**src/rtl/mmu_regs_pkg.sv**
```systemverilog
package mmu_regs_pkg;
  localparam int NREG      = 6;
  localparam int IX_FLUSH  = 0;
  localparam int IX_OOB    = 1;
  localparam int IX_EXC    = 2;
  localparam int IX_STAT   = 3;
  localparam int IX_CTRL   = 4;
  localparam int IX_TBASE  = 5;

  localparam int FLUSH_BIT = 4;
  localparam int OOB_BIT   = 28;
  localparam int EN_BIT    = 0;
  localparam int EXC_BIT   = 0;

  function automatic int reg_offset(input int ix);
    case (ix)
      IX_FLUSH: return 'h184;
      IX_OOB:   return 'h1AC;
      IX_EXC:   return 'h380;
      IX_STAT:  return 'h384;
      IX_CTRL:  return 'h388;
      default:  return 'h38C;
    endcase
  endfunction
endpackage

```
**src/rtl/mmu_reg_decode.sv**
```systemverilog
module mmu_reg_decode
  import mmu_regs_pkg::*;
#(
  parameter int ADDR_W = 12
) (
  input  logic [ADDR_W-1:0] addr,
  output logic [NREG-1:0]   hit
);
  for (genvar i = 0; i < NREG; i++) begin : g_hit
    assign hit[i] = (addr == ADDR_W'(reg_offset(i)));
  end
endmodule

```
**src/rtl/mmu_cfg_regs.sv**
```systemverilog
module mmu_cfg_regs
  import mmu_regs_pkg::*;
#(
  parameter int DATA_W = 32
) (
  input  logic              clk,
  input  logic              rst,
  input  logic              wr_en,
  input  logic [NREG-1:0]   hit,
  input  logic [DATA_W-1:0] wdata,
  output logic              en_q,
  output logic              oob_q,
  output logic              flush_q,
  output logic              exc_q,
  output logic [DATA_W-1:0] tbase_q
);
  always_ff @(posedge clk) begin
    if (rst) begin
      en_q    <= 1'b0;
      oob_q   <= 1'b0;
      flush_q <= 1'b0;
      exc_q   <= 1'b0;
      tbase_q <= '0;
    end else if (wr_en) begin
      if (hit[IX_CTRL])  en_q    <= wdata[EN_BIT];
      if (hit[IX_OOB])   oob_q   <= wdata[OOB_BIT];
      if (hit[IX_FLUSH]) flush_q <= wdata[FLUSH_BIT];
      if (hit[IX_EXC])   exc_q   <= wdata[EXC_BIT];
      if (hit[IX_TBASE]) tbase_q <= wdata;
    end
  end
endmodule

```
**src/rtl/mmu_fault_log.sv**
```systemverilog
module mmu_fault_log #(
  parameter int DATA_W  = 32,
  parameter int CAUSE_W = 3
) (
  input  logic               clk,
  input  logic               rst,
  input  logic               exc_en,
  input  logic               clr,
  input  logic               fault_valid,
  input  logic [CAUSE_W-1:0] fault_cause,
  input  logic [DATA_W-1:0]  fault_vaddr,
  output logic [CAUSE_W-1:0] status_q,
  output logic [DATA_W-1:0]  addr_q,
  output logic               irq_q
);
  logic               ev;
  logic [CAUSE_W-1:0] base;
  logic [CAUSE_W-1:0] status_d;
  logic               capture;

  always_comb begin
    ev       = fault_valid && exc_en && (|fault_cause);
    base     = clr ? '0 : status_q;
    status_d = base | (ev ? fault_cause : '0);
    capture  = ev && (base == '0);
  end

  always_ff @(posedge clk) begin
    if (rst) begin
      status_q <= '0;
      addr_q   <= '0;
      irq_q    <= 1'b0;
    end else begin
      status_q <= status_d;
      irq_q    <= |status_d;
      if (capture) addr_q <= fault_vaddr;
    end
  end
endmodule

```
**src/rtl/mmu_ctl_regs.sv**
```systemverilog
module mmu_ctl_regs
  import mmu_regs_pkg::*;
#(
  parameter int ADDR_W  = 12,
  parameter int DATA_W  = 32,
  parameter int CAUSE_W = 3
) (
  input  logic               clk,
  input  logic               rst,
  input  logic               wr_en,
  input  logic               rd_en,
  input  logic [ADDR_W-1:0]  addr,
  input  logic [DATA_W-1:0]  wdata,
  output logic [DATA_W-1:0]  rdata,
  input  logic               fault_valid,
  input  logic [CAUSE_W-1:0] fault_cause,
  input  logic [DATA_W-1:0]  fault_vaddr,
  output logic               xlat_enable,
  output logic               oob_check_en,
  output logic [DATA_W-1:0]  table_base,
  output logic               flush_strobe,
  output logic               irq
);
  logic [NREG-1:0]    hit;
  logic               exc_en_q;
  logic [CAUSE_W-1:0] status_q;
  logic [DATA_W-1:0]  fault_addr_q;
  logic               clr;
  logic [DATA_W-1:0]  rd_val;

  mmu_reg_decode #(.ADDR_W(ADDR_W)) u_dec (.addr(addr), .hit(hit));

  mmu_cfg_regs #(.DATA_W(DATA_W)) u_cfg (
    .clk(clk), .rst(rst), .wr_en(wr_en), .hit(hit), .wdata(wdata),
    .en_q(xlat_enable), .oob_q(oob_check_en), .flush_q(flush_strobe),
    .exc_q(exc_en_q), .tbase_q(table_base)
  );

  assign clr = wr_en && hit[IX_STAT] && (wdata == '0);

  mmu_fault_log #(.DATA_W(DATA_W), .CAUSE_W(CAUSE_W)) u_flt (
    .clk(clk), .rst(rst), .exc_en(exc_en_q), .clr(clr),
    .fault_valid(fault_valid), .fault_cause(fault_cause),
    .fault_vaddr(fault_vaddr), .status_q(status_q),
    .addr_q(fault_addr_q), .irq_q(irq)
  );

  always_comb begin
    rd_val = '0;
    if (hit[IX_CTRL])  rd_val[EN_BIT]    = xlat_enable;
    if (hit[IX_OOB])   rd_val[OOB_BIT]   = oob_check_en;
    if (hit[IX_FLUSH]) rd_val[FLUSH_BIT] = flush_strobe;
    if (hit[IX_STAT])  rd_val[CAUSE_W-1:0] = status_q;
    if (hit[IX_EXC])   rd_val = fault_addr_q;
    if (hit[IX_TBASE]) rd_val = table_base;
  end

  always_ff @(posedge clk) begin
    if (rst)        rdata <= '0;
    else if (rd_en) rdata <= rd_val;
  end
endmodule

```
**config.mk**
```make
export PLATFORM = sky130hd
export DESIGN_NAME = mmu_ctl_regs
export DESIGN_NICKNAME = d
export VERILOG_FILES = /design/src/rtl/mmu_regs_pkg.sv /design/src/rtl/mmu_reg_decode.sv /design/src/rtl/mmu_cfg_regs.sv /design/src/rtl/mmu_fault_log.sv /design/src/rtl/mmu_ctl_regs.sv
export SDC_FILE = /design/constraint.sdc
export NUM_CORES = 1
export LEC_CHECK = 0
export ABC_AREA = 1
export ABC_CLOCK_PERIOD_IN_PS = 2100
export CORE_AREA = 2 2 104 106
export DETAILED_ROUTE_END_ITERATION = 8
export DIE_AREA = 0 0 106 108
export PLACE_DENSITY = 0.76
export SLEW_MARGIN = 5
export SYNTH_ARGS = -nofsm -noshare
export SYNTH_HDL_FRONTEND = slang
export SYNTH_SLANG_ARGS = --single-unit
```
**constraint.sdc**
```tcl
create_clock -name clk -period 2.1 [get_ports clk]
set_clock_uncertainty 0.1 [all_clocks]
set_input_delay 0.42 -clock clk [delete_from_list [all_inputs] [get_ports clk]]
set_output_delay 0.42 -clock clk [all_outputs]
set_load 0.02 [all_outputs]
```
==> run_results.csv <==
group,metric,value,unit
sta,fmax,492,MHz
yosys,syn_area,0.00476,mm²
clocking,cts_made_buffers,9,
power,total_power,3860,µW
hold_path,min_to,"rdata[1]",
yosys,synth_cells,655,
floorplan,dieArea,0.0114,mm²
worst_setup_path,critPathRequiredTime,2.26,ns
flow_run,cap_violations,0,
worst_setup_path,critPathKind,"input port to flop",
clocking,cts_num_sinks,104,
clocking,root_buffer,"clkbuf_8",
sta,fin_crit,2.03,ns
place,dp_hpwl,9760,µm
sta,final_max_slew_viol_count,0,
yosys,synth_warnings,0,
yosys,synthTopCellsByArea,"dfxtp_1 (44%), inv_1 (8.9%), o211ai_1 (8.5%), a21oi_1 (7.7%), nand3_1 (7.5%)",
detailed_routing,vias,5051,
floorplan,fp.dieW,106,µm
cells_and_area,drive_gt1_share,9.29,%
global_route,antenna_found_initial,0,
worst_setup_path,rrSetupSlack,0.39,ns
yosys,postSynthAreaPerCell,7.27,µm²
sta,fin_ws,0.0690,ns
floorplan,core_region_area,0.0102,mm²
worst_setup_path,slowest_stage,"clkdlybuf4s50_1",
cells_and_area,syn2layout_area_growth,45.5,%
sta,setup_viol,0,
sta,worst_pin_slew,0.753,ns
detailed_routing,drt_iter0_markers,222,
yosys,syn_nets,739,
yosys,synth_top_area_share,43.7,%
run_status,status,"completed",
cells_and_area,nets,897,
place,gp_congestion,0.844,
power,power_density,557,mW/mm²
cells_and_area,regArea,0.00208,mm²
global_route,grt_max_degree,61,
hold_path,min_delay_path_depth,2,
worst_setup_path,r2r_start,"u_flt.status_q[0]",
worst_setup_path,worstRegToRegCells,5,
cells_and_area,num_antenna_cells,0,
cells_and_area,mostFrequentLayoutCells,"clkdlybuf4s50_1 (150), inv_1 (113), dfxtp_1 (104)",
global_route,first_global_vias,4829,
detailed_routing,drcViolationCount,0,
cells_and_area,fillers,862,
detailed_routing,dr.pass1.iters,4,
clocking,cts_tree,"yes",
global_route,grt_first_pass_wirelength,22200,µm
worst_setup_path,max_stage_delay,0.42,ns
clocking,clock_latency,0.35,ns
worst_setup_path,arrival,2.19,ns
detailed_routing,wl_per_cell,14.6,µm
clocking,cts_buffer_depth,2,
worst_setup_path,worstPathCellList,"clkdlybuf4s50_1, or2_2, nor2_1, nand2_2, nor2_2, nand2_2, o31ai_4, clkbuf_16, nand3_1, nand2_1, nor2_1",
power,ir_drop,0.000349,V
global_route,grt_use_total,23.6,%
detailed_routing,ant_nets,0,
detailed_routing,wl,13900,µm
worst_setup_path,rr_endpoint,"u_flt.addr_q[23]",
power,leakage,0.00284,µW
floorplan,die_h,108,µm
worst_setup_path,setup.worst_path.end_class,"flop",
floorplan,row_count,37,
clocking,htreeDepth,3,
sta,final.setup.tns,0,ns
cells_and_area,final_util,67.7,%
worst_setup_path,cp-start-kind,"input port",
place,dpl_worst_slack,-0.221,ns
yosys,ys_types,29,
global_route,gr-total-overflow,0,
cells_and_area,multi_input_area,0.00204,mm²
sta,relSlewSlack,49.8,%
floorplan,ioPinCount,152,
cells_and_area,layout_commonest_cell,"clkdlybuf4s50_1",
clocking,path_clk_slew,0.09,ns
sta,hold_ws,0.370,ns
place,io_buffer_count,151,
worst_setup_path,worstPathMaxFanout,8,
sta,period_share,96.7,%
yosys,ys_ff_latch,104,
yosys,ys_seq_area_share,43.7,%
yosys,synth_top_area_cell,"dfxtp_1",
hold_path,hold_start,"rdata[1]",
detailed_routing,viasPerCell,5.29,
sta,final-hold-violation-count,0,
hold_path,hp-class,"flop to flop",
floorplan,initial_utilization,46.5,%
sta,grt_setup_unrepaired,"no",
layout make-up:
class,instances,area share [%]
Clock inverter,6,1.19
Inverter,117,6.34
Clock buffer,10,1.99
Tap cell,136,2.46
Timing Repair Buffer,191,28.6
Multi-Input combinational cell,390,29.4
Sequential cell,104,30.1
routing by layer:
| metal | vias up | global-route usage, % | wire, µm | share of wire [%] |
|---|---|---|---|---|
| li1 | 2462 | - | - | - |
| met1 | 2359 | 29.5 | 5870 | 42 |
| met2 | 206 | 39.8 | 6660 | 48 |
| met3 | 24 | 6.81 | 1200 | 8.6 |
| met4 | 0 | 6.95 | 181 | 1.3 |
| met5 | - | 0 | 0 | 0 |
cell usage after synthesis:
| library cell | instances |
|---|---|
| inv_1 | 113 |
| dfxtp_1 | 104 |
| a21oi_1 | 73 |
| nand2_1 | 73 |
| nand3_1 | 71 |
| o211ai_1 | 54 |
| nor2_1 | 53 |
| o21ai_0 | 36 |
| clkbuf_1 | 28 |
| nand4_1 | 10 |
| buf_6 | 8 |
| buf_1 | 4 |
| buf_2 | 4 |
| inv_2 | 3 |
| nor2_4 | 3 |
| nand3_2 | 2 |
| nor3_1 | 2 |
| o21ai_1 | 2 |
| or2_2 | 2 |
| a31oi_1 | 1 |
| and2_0 | 1 |
| clkinv_1 | 1 |
| nand2_2 | 1 |
| nand2_4 | 1 |
| nor3_2 | 1 |
| nor3b_1 | 1 |
| o31ai_4 | 1 |
| or2_0 | 1 |
| or2_1 | 1 |
critical path: cells and delay by family:
kind | cells | cell delay (ns)
compound gates | 1 | 0.19
buf+inv | 2 | 0.71
simple gates | 8 | 0.86
worst max-delay path by stage:
stage / start / to / slack [ns] / cells past startpoint
CTS: wdata[12] / u_flt.addr_q[27] / 0.11 / 11
floorplan: wdata[12] / u_flt.addr_q[23] / 0.37 / 10
global route: wdata[3] / u_flt.addr_q[13] / 0.02 / 10
detailed placement: wdata[12] / u_flt.addr_q[15] / -0.22 / 11
finish: wdata[12] / u_flt.addr_q[23] / 0.07 / 11
global placement: wdata[7] / u_flt.addr_q[14] / -0.22 / 11
sequential cells by signal (all words and copies together) (netlist names):
name            flops
rdata              32
u_cfg.en_q          1
u_cfg.exc_q         1
u_cfg.flush_q       1
u_cfg.oob_q         1
u_cfg.tbase_q      32
u_flt.addr_q       32
u_flt.irq_q         1
u_flt.status_q      3
power by group:
group | leakage, µW | internal [µW] | switching [µW]
logic | 0.00188 | 257 | 212
registers | 0.000842 | 2000 | 14.0
clock network | 0.000112 | 699 | 681
total | 0.00284 | 2950 | 906
metrics by stage:
step	std cells	instance area, µm²
3_3_place_gp	934	6620
2_1_floorplan	655	4760
5_1_grt	954	6930
6_report	954	6930
3_5_place_dp	934	6620
4_1_cts	950	6840
logic make-up (layout without fill, tap and decap cells):
family	Yosys count	in the layout	share of synthesized area, %
buf+inv	161	324	14.1
compound gates	167	167	20.8
flops	104	104	43.7
simple gates	223	223	21.4
repair_timing:
action,in CTS,in global routing
setup buffers,0,0
endpoints found under the setup margin,0,13
hold buffers,0,0
gates resized for setup,0,4
(Power assumes the default switching activity.)
